[config.mk]
export PLATFORM = sky130hd
export DESIGN_NAME = srch_rot_unit
export DESIGN_NICKNAME = d
export VERILOG_FILES = /design/src/rtl/srch_rot_pkg.sv /design/src/rtl/srch_rot_fsm.sv /design/src/rtl/srch_rot_path.sv /design/src/rtl/srch_rot_unit.sv
export SDC_FILE = /design/constraint.sdc
export NUM_CORES = 1
export LEC_CHECK = 0
export BUFFER_PORTS_ARGS = -buffer_cell sky130_fd_sc_hd__buf_2
export CORE_MARGIN = 3
export CORE_UTILIZATION = 35
export DETAILED_ROUTE_END_ITERATION = 12
export PLACE_DENSITY = 0.57
export SLEW_MARGIN = 5
export SYNTH_ARGS = -nofsm -noshare
export SYNTH_HDL_FRONTEND = slang
export SYNTH_SLANG_ARGS = --single-unit
[constraint.sdc]
create_clock -name clk -period 3.9 [get_ports clk]
set_input_delay 0 -clock clk [delete_from_list [all_inputs] [get_ports clk]]
set_output_delay 0 -clock clk [all_outputs]
set_load 0.01 [all_outputs]
[src/rtl/srch_rot_pkg.sv]
package srch_rot_pkg;
    localparam int WORD_W = 32;
    localparam int CNT_W  = 7;

    typedef enum logic [1:0] {
        S_IDLE = 2'd0,
        S_RUN  = 2'd1,
        S_DONE = 2'd2
    } rot_state_t;
endpackage

[src/rtl/srch_rot_fsm.sv]
module srch_rot_fsm
    import srch_rot_pkg::*;
(
    input  logic clk,
    input  logic rst_n,
    input  logic start,
    input  logic at_end,
    output logic load,
    output logic step,
    output logic busy,
    output logic done
);
    rot_state_t state_q, state_d;

    always_ff @(posedge clk or negedge rst_n) begin
        if (!rst_n) state_q <= S_IDLE;
        else        state_q <= state_d;
    end

    always_comb begin
        state_d = state_q;
        unique case (state_q)
            S_IDLE:  if (start)  state_d = S_RUN;   // launch
            S_RUN:   if (at_end) state_d = S_DONE;  // finish (else step)
            S_DONE:              state_d = S_IDLE;  // retire
            default:             state_d = S_IDLE;
        endcase
    end

    always_comb begin
        load = 1'b0;
        step = 1'b0;
        busy = 1'b1;
        done = 1'b0;
        unique case (state_q)
            S_IDLE: begin
                busy = 1'b0;
                load = start;
            end
            S_RUN:   step = !at_end;
            S_DONE:  done = 1'b1;
            default: busy = 1'b0;
        endcase
    end


    done_pulse_chk: assert property (@(posedge clk) disable iff (!rst_n)
        done |=> !done);


    run_exit_chk: assert property (@(posedge clk) disable iff (!rst_n)
        (state_q == S_RUN) |=> (state_q == S_RUN || state_q == S_DONE));
endmodule

[src/rtl/srch_rot_path.sv]
module srch_rot_path
    import srch_rot_pkg::*;
#(
    parameter int W  = WORD_W,
    parameter int CW = CNT_W
) (
    input  logic          clk,
    input  logic          rst_n,
    input  logic          load,
    input  logic          step,
    input  logic          dbl_in,
    input  logic [CW-1:0] count,
    input  logic [W-1:0]  op_hi,
    input  logic [W-1:0]  op_lo,
    output logic [W-1:0]  ring_hi,
    output logic [W-1:0]  ring_lo,
    output logic [CW-1:0] rem,
    output logic          msb_now,
    output logic          msb_init,
    output logic          at_end
);
    localparam int RW = 2 * W;

    logic [W-1:0]  hi_q, lo_q;
    logic [CW-1:0] rem_q;
    logic          left_q, dbl_q, msb0_q;
    logic [RW-1:0] pair, pair_rot;
    logic [W-1:0]  hi_rot;

    assign pair = {hi_q, lo_q};

    always_comb begin
        if (left_q) begin
            pair_rot = {pair[RW-2:0], pair[RW-1]};
            hi_rot   = {hi_q[W-2:0], hi_q[W-1]};
        end else begin
            pair_rot = {pair[0], pair[RW-1:1]};
            hi_rot   = {hi_q[0], hi_q[W-1:1]};
        end
    end

    always_ff @(posedge clk or negedge rst_n) begin
        if (!rst_n) begin
            hi_q   <= '0;
            lo_q   <= '0;
            rem_q  <= '0;
            left_q <= 1'b0;
            dbl_q  <= 1'b0;
            msb0_q <= 1'b0;
        end else if (load) begin
            hi_q   <= op_hi;
            lo_q   <= op_lo;
            rem_q  <= count;
            left_q <= !count[CW-1];
            dbl_q  <= dbl_in;
            msb0_q <= op_hi[W-1];
        end else if (step) begin
            if (dbl_q) begin
                hi_q <= pair_rot[RW-1:W];
                lo_q <= pair_rot[W-1:0];
            end else begin
                hi_q <= hi_rot;
            end
            rem_q <= left_q ? rem_q - CW'(1) : rem_q + CW'(1);
        end
    end

    assign ring_hi  = hi_q;
    assign ring_lo  = lo_q;
    assign rem      = rem_q;
    assign msb_now  = hi_q[W-1];
    assign msb_init = msb0_q;
    assign at_end   = (rem_q == '0) || hi_q[W-1];


    rem_step_chk: assert property (@(posedge clk) disable iff (!rst_n)
        step |=> (rem_q == $past(rem_q) + CW'(1) || rem_q == $past(rem_q) - CW'(1)));


    lo_hold_chk: assert property (@(posedge clk) disable iff (!rst_n)
        (step && !dbl_q) |=> $stable(lo_q));
endmodule

[src/rtl/srch_rot_unit.sv]
module srch_rot_unit
    import srch_rot_pkg::*;
#(
    parameter int W  = WORD_W,
    parameter int CW = CNT_W
) (
    input  logic          clk,
    input  logic          rst_n,
    input  logic          start,
    input  logic          dbl_mode,
    input  logic [CW-1:0] count,
    input  logic [W-1:0]  op_hi,
    input  logic [W-1:0]  op_lo,
    output logic [W-1:0]  res_hi,
    output logic [W-1:0]  res_lo,
    output logic [W-1:0]  resid,
    output logic          flag_chg,
    output logic          flag_one,
    output logic          busy,
    output logic          done
);
    logic          load, step, at_end, msb_now, msb_init;
    logic [CW-1:0] rem;

    srch_rot_fsm u_fsm (
        .clk    (clk),
        .rst_n  (rst_n),
        .start  (start),
        .at_end (at_end),
        .load   (load),
        .step   (step),
        .busy   (busy),
        .done   (done)
    );

    srch_rot_path #(.W(W), .CW(CW)) u_path (
        .clk      (clk),
        .rst_n    (rst_n),
        .load     (load),
        .step     (step),
        .dbl_in   (dbl_mode),
        .count    (count),
        .op_hi    (op_hi),
        .op_lo    (op_lo),
        .ring_hi  (res_hi),
        .ring_lo  (res_lo),
        .rem      (rem),
        .msb_now  (msb_now),
        .msb_init (msb_init),
        .at_end   (at_end)
    );

    assign resid    = {{(W-CW){1'b0}}, rem};
    assign flag_chg = msb_now ^ msb_init;
    assign flag_one = msb_now;


    stop_on_one_chk: assert property (@(posedge clk) disable iff (!rst_n)
        (busy && !done && msb_now) |=> done);


    end_cond_chk: assert property (@(posedge clk) disable iff (!rst_n)
        done |-> (rem == '0 || msb_now));


    idle_hold_chk: assert property (@(posedge clk) disable iff (!rst_n)
        (!busy && !start) |=> ($stable(res_hi) && $stable(res_lo) && $stable(resid)));
endmodule

**Word level (Yosys, flattened, before mapping)**

Cells that the tools add are included.

- RAM bits: 0
- Input port bits: 75
- Register bits after elaboration: 76
- Bits in read-only memories: 0
- Logic and storage cells: 42
- Memories kept: 0
- Latch bits: 0

- Equal/unequal tests: 4
- Multiply operators: 0
- Add/subtract/negate cells: 2
- Mux-type cells: 18
- Order comparisons: 0
- Div/mod/pow operators: 0
- Reductions and logical operators: 10
- Shift-type cells: 0
- Bitwise operators: 1

Operators with widths:

| operator | count |
|---|---|
| 32-bit two-way mux | 7 |
| 64-bit two-way mux | 1 |
| 7-bit two-way mux | 3 |
| 7-bit by 1-bit adder with 7-bit output, second input constant | 1 |
| 7-bit zero test | 1 |
| 7-bit by 1-bit subtractor with 7-bit output, second input constant | 1 |
| 1-bit two-way mux | 4 |
| 2-bit two-way mux | 2 |
| 2-bit one-hot mux with 2 select lines | 1 |
| 2-bit AND reduction | 2 |
| 2-bit nonzero test | 2 |
| 2-bit by 1-bit == test with 1-bit output, second input constant | 1 |
| 2-bit == test, second input constant | 1 |
| 1-bit zero test | 2 |
| 2-bit zero test | 1 |
| 2-bit by 1-bit inequality test with 1-bit output, second input constant | 1 |
| 2-bit inequality test, second input constant | 1 |
| 2-bit OR reduction | 1 |
| 1-bit logical OR | 1 |
| 1-bit bitwise XOR | 1 |

**Depth between registers and ports, before layout**

- Word-level depth: 6
- Gate-level depth with buffers: 10
- Mapped depth without buffers: 8

**By module**

A second synthesis with hierarchy kept.

- Cells, all modules: 542
- Area, all modules: 4650.7 um^2

Modules (own cells, without submodules):

| module | instances | area an instance (um^2) | cells an instance |
|---|---|---|---|
| srch_rot_path | 1 | 4275.4 | 500 |
| srch_rot_unit | 1 | 200.2 | 27 |
| srch_rot_fsm | 1 | 175.2 | 15 |

**Least setup slack after synthesis**

Ideal clock, no wire load.

- Kind: flip-flop to flip-flop
- Start: register u_path.left_q
- End: register u_path.rem_q[6] (netlist: u_path.rem[6])
- Clock period less this slack: 2.240 ns
- Stages on the path, launching flop included: 11
- Path slack: 1.660 ns
- Data arrival time: 2.158 ns
- Path buffers: 2
- Library setup time: 0.082 ns
- Cells stage by stage: dfrtp_1 -> buf_2 -> buf_2 -> inv_1 -> fa_1 -> and2b_1 -> o31ai_1 -> a21oi_1 -> xnor2_1 -> or3_1 -> a31oi_1

- Cells in the longest elaborated chain, start to end: 3

Ends and longest elaborated chain:

| item | RTL line | RTL |
|---|---|---|
| from (decl) | srch_rot_path.sv:26 | `logic left_q, dbl_q, msb0_q;` |
| from (signal assigned) | srch_rot_path.sv:54 | `left_q <= !count[CW-1];` |
| 7-bit two-way mux | srch_rot_path.sv:64 | `rem_q <= left_q ? rem_q - CW'(1) : rem_q + CW'(1);` |
| 7-bit two-way mux | srch_rot_path.sv:57 | `end else if (step) begin` |
| 7-bit two-way mux | srch_rot_path.sv:50 | `end else if (load) begin` |
| to (signal assigned) | srch_rot_path.sv:53 | `rem_q <= count;` |
| to (signal assigned) | srch_rot_path.sv:64 |  |
| to (decl) | srch_rot_path.sv:25 | `logic [CW-1:0] rem_q;` |

Every way passes these cells. The select of a mux whose other input is x is not followed.
A chain may end at the register's enable or synchronous reset.

**Worst setup path after layout**

- Start: register u_fsm.state_q[0]
- End: register u_path.hi_q[4] (netlist: u_path.ring_hi[4])

- Cells in the longest elaborated chain, start to end: 3

Ends and longest elaborated chain:

| item | RTL line | RTL |
|---|---|---|
| from (decl) | srch_rot_fsm.sv:13 | `rot_state_t state_q, state_d;` |
| from (signal assigned) | srch_rot_fsm.sv:17 | `else state_q <= state_d;` |
| 2-bit by 1-bit == test with 1-bit output / 2-bit zero test (equally long branches) | srch_rot_fsm.sv:35 | `unique case (state_q)` |
| 1-bit two-way mux | srch_rot_fsm.sv:35 |  |
| 2-bit nonzero test (no line) / 32-bit two-way mux (equally long branches) | - |  |
| to (signal assigned) | srch_rot_path.sv:51 | `hi_q <= op_hi;` |
| to (signal assigned) | srch_rot_path.sv:59 | `hi_q <= pair_rot[RW-1:W];` |
| to (signal assigned) | srch_rot_path.sv:62 | `hi_q <= hi_rot;` |
| to (decl) | srch_rot_path.sv:24 | `logic [W-1:0] hi_q, lo_q;` |

Parallel ways exist; a longest one is shown, timed or not.

==> key figures <==
Global routing
  • Initial antenna violation count: 0
  • M1 GR Usage: between 20% and 30%
  • Total track usage: around 18%
  • Routing usage on met2: 29.83%
  • Met3 usage in global routing: 3.321%
  • Total grt overflow: 0
  • Largest net degree at the start of global routing: 77
  • First-pass GRT wire length: 21.12 mm
  • Number of global-route vias before repair: roughly 4200
  • Busiest grt layer: met2

Critical path
  • Crit end category: flop
  • Crit Path Max Fanout: 71
  • Buffers and inverters on the worst path: 2
  • Worst Reg2Reg Path Length in Cells: 7
  • Reg2reg end: u_path.ring_hi[4]
  • Slowest stage delay, CP: 0.64 ns
  • Crit start category: flop
  • Crit path max-delay family: buffers and inverters
  • CP max stage cell: buf_4
  • Setup CP Type: flop to flop
  • CP Data Required Time: 4.06 ns
  • Worst Path Arrival: 2.68 ns
  • Reg-to-reg setup timing slack: ~1.4 ns
  • Crit-path cells: inv_1 -> ha_1 -> and2_4 -> buf_4 -> nor2_1 -> a21oi_1 -> o21ai_0
  • R2R Path Start: u_fsm.state_q[0]

Layout
  • Ant diodes: 0
  • Share of layout cells above drive strength 1: a little under a quarter
  • Final net count: 826
  • Synth-to-Final Area Change: 37.58%
  • Final instance area: 6326 sq um
  • Final non-filler cell total: 917
  • Utilization after layout: 49.72%

STA
  • Relative slew slack: 26.12%
  • Worst-Margin Slew: 1.106 ns
  • Crit path time final: 2.518 ns
  • Fin crit share: 64.58%
  • Max Freq: 397.1 MHz
  • Final Hold Fails: 0
  • Setup Skew: 0.006868 ns
  • Final setup fails: 0
  • RSZ-0062 raised after global routing: false
  • Setup tns final: 0 ns
  • Final Max Slew Viols: 0

Clock tree
  • CTS root buffer: clkbuf_16
  • CTS H-tree depth: 3
  • CTS tree: yes
  • Clock buffer count from CTS: 9
  • Clock Path Buffers: 2
  • # resized after CTS: 0
  • Worst-skew pair later-pin latency: 0.33 ns
  • Postcts setup bufs: 0
  • Clock slew at reported path FFs: ~0.06 ns
  • CTS Sinks: 76

Synthesis
  • Synthesized area per cell: between 8 and 9 sq um
  • Netlist cell types: 33
  • Synthesized area: 4598 sq um
  • Mapped Cells: about 550
  • Synth Area in Compound Gates: 18.42%
  • FF+latch count, synth: 76
  • XOR/XNOR share of the synthesized area: 0.7619%
  • Simple logic cell fraction of the synthesized area: 13.82%
  • Largest family of logic cells by synthesized area: compound AO/OA/AOI/OAI gates
  • Part of the Yosys area used for sequential elements: 41.36%
  • Adder-cell share of the synthesized area: 2.884%
  • Yosys warns: 0
  • Post-synthesis mux area share: 13.93%

Route
  • Initial drt markers: 232
  • Post-route ant nets: 0
  • Vias/cell: roughly 4.7
  • Detailed Routing Iterations Pass 1: 5
  • Final WL: about 13 mm
  • Residual DRC: 0
  • Routed WL per cell: 13.90 um
  • Vias after detailed routing: about 4300

Place
  • DP Area: 5314 sq um
  • Estimated wirelength of the detail-placed design: between 8 and 9 mm
  • RD Place Congestion: 0.7791
  • # placed instances: 832
  • I/O Buffers: 149

Floorplanning
  • Die area: 14550 sq um
  • Num ports: 175
  • Chip width: 120.6 um
  • Row count: 41
  • Die Span Y: approximately 120 um
  • Core area: 12720 sq um
  • Initial Util: between 30% and 40%

Power
  • Power Density: 755.7 nW/um^2
  • Overall Power: roughly 4800 uW
  • Static Leak: 0.003128 uW
  • Max VDD drop: 0.3365 mV

Job
  • Max_cap viols: 0

Worst hold path
  • Hold Path Depth: 3
  • Hold Path Origin: op_hi[14]
  • Worst hold path endpoint: u_path.ring_hi[14]
  • Tightest Hold Check Type: input port to flop

Status
  • Status: complete, no violations
-- cells in the mapped netlist, drive strengths merged --
master / instances / area [sq um]
a211oi: 3 / 22.52
a21o: 3 / 22.52
a21oi: 76 / 395.4
a31oi: 3 / 18.77
and2: 1 / 6.260
and2b: 1 / 7.510
buf: 54 / 342.8
clkbuf: 8 / 36.28
conb: 1 / 3.750
dfrtp: 76 / 1902
fa: 1 / 20.02
ha: 9 / 112.6
inv: 6 / 22.52
mux2i: 64 / 640.6
nand2: 80 / 300.3
nand2b: 1 / 13.76
nor2: 75 / 284.0
nor3: 1 / 5.000
nor4: 1 / 12.51
o21a: 1 / 7.510
o21ai: 73 / 365.4
o21bai: 1 / 7.510
o31ai: 1 / 7.510
or3: 1 / 6.260
xnor2: 3 / 26.28
xor2: 1 / 8.760
-- worst max-delay path by stage --
stage	from	endpoint	slack [ns]	cells after the start
finish	u_fsm.state_q[0]	u_path.ring_hi[4]	1.38	7
global route	u_fsm.state_q[0]	u_path.ring_hi[6]	1.11	7
CTS	u_fsm.state_q[0]	u_path.ring_hi[4]	1.40	7
detailed placement	u_fsm.state_q[0]	u_path.ring_hi[4]	1.38	7
global placement	u_fsm.state_q[0]	u_path.ring_hi[4]	1.49	7
floorplan	u_path.left_q	u_path.rem[6]	1.66	10
-- tightest hold or removal path, stage by stage --
cell and delay (ns):
buf_2 0.08, a21oi_1 0.05, o21ai_0 0.16
-- cell usage in the layout, fill, tap and decap left out, types with 8 or more instances in the layout --
cell type	Yosys	layout
a21oi_1	74	74
buf_2	16	148
clkbuf_16	0	9
conb_1	1	25
dfrtp_1	76	75
dlygate4sd3_1	0	70
ha_1	9	9
mux2i_1	64	64
nand2_1	80	80
nor2_1	74	74
o21ai_0	65	65
o21ai_1	8	8
-- timing repair --
action                                  CTS  global route
hold endpoints to repair                147             0
hold buffers                             70             0
endpoints found under the setup margin    0             0
-- per-layer routing --
metal,share of wire [%],routed length [um],vias up
met1,45,5743,1967
met5,0,0,-
li1,-,-,2197
met2,47,6055,135
met4,1.7,211,0
met3,5.8,739,12
-- cell families after synthesis --
logic type               after synthesis
flip-flops                            76
XOR/XNOR                               4
adder cells (fa/ha/maj)               10
other                                  1
AND/OR/NAND/NOR                      161
AO/OA/AOI/OAI                        161
buffers and inverters                 68
multiplexers                          64
-- through the flow --
step	setup WS [ns]	hold WS (ns)
4_1_cts	1.397	0.01214
6_report	1.382	0.004872
3_5_place_dp	1.382	0.2193
3_3_place_gp	1.492	0.2164
5_1_grt	1.107	0.02330
2_1_floorplan	1.660	-0.2956
-- state kept, by name, indices dropped and copies added, names as in the netlist --
signal / cells
u_path.ring_hi: 32
u_path.ring_lo: 32
u_path.rem: 7
u_fsm.state_q: 2
u_path.dbl_q: 1
u_path.left_q: 1
u_path.msb_init: 1
-- power breakdown --
part           switching (uW)  leakage, uW  internal [uW]  total [uW]
clock network             323     0.000147            545         868
registers                 385     0.000977           1100        1490
logic                    1390      0.00200           1030        2420
-- final cells by class --
class	instances	area [sq um]
Fill cell	1265	6396
Multi-Input combinational cell	425	2392
Sequential cell	76	1906
Timing Repair Buffer	223	1479
Clock buffer	12	266.5
Tap cell	172	215.2
Clock inverter	3	45.04
Inverter	6	22.52
Power figures use the tool's default switching activity.
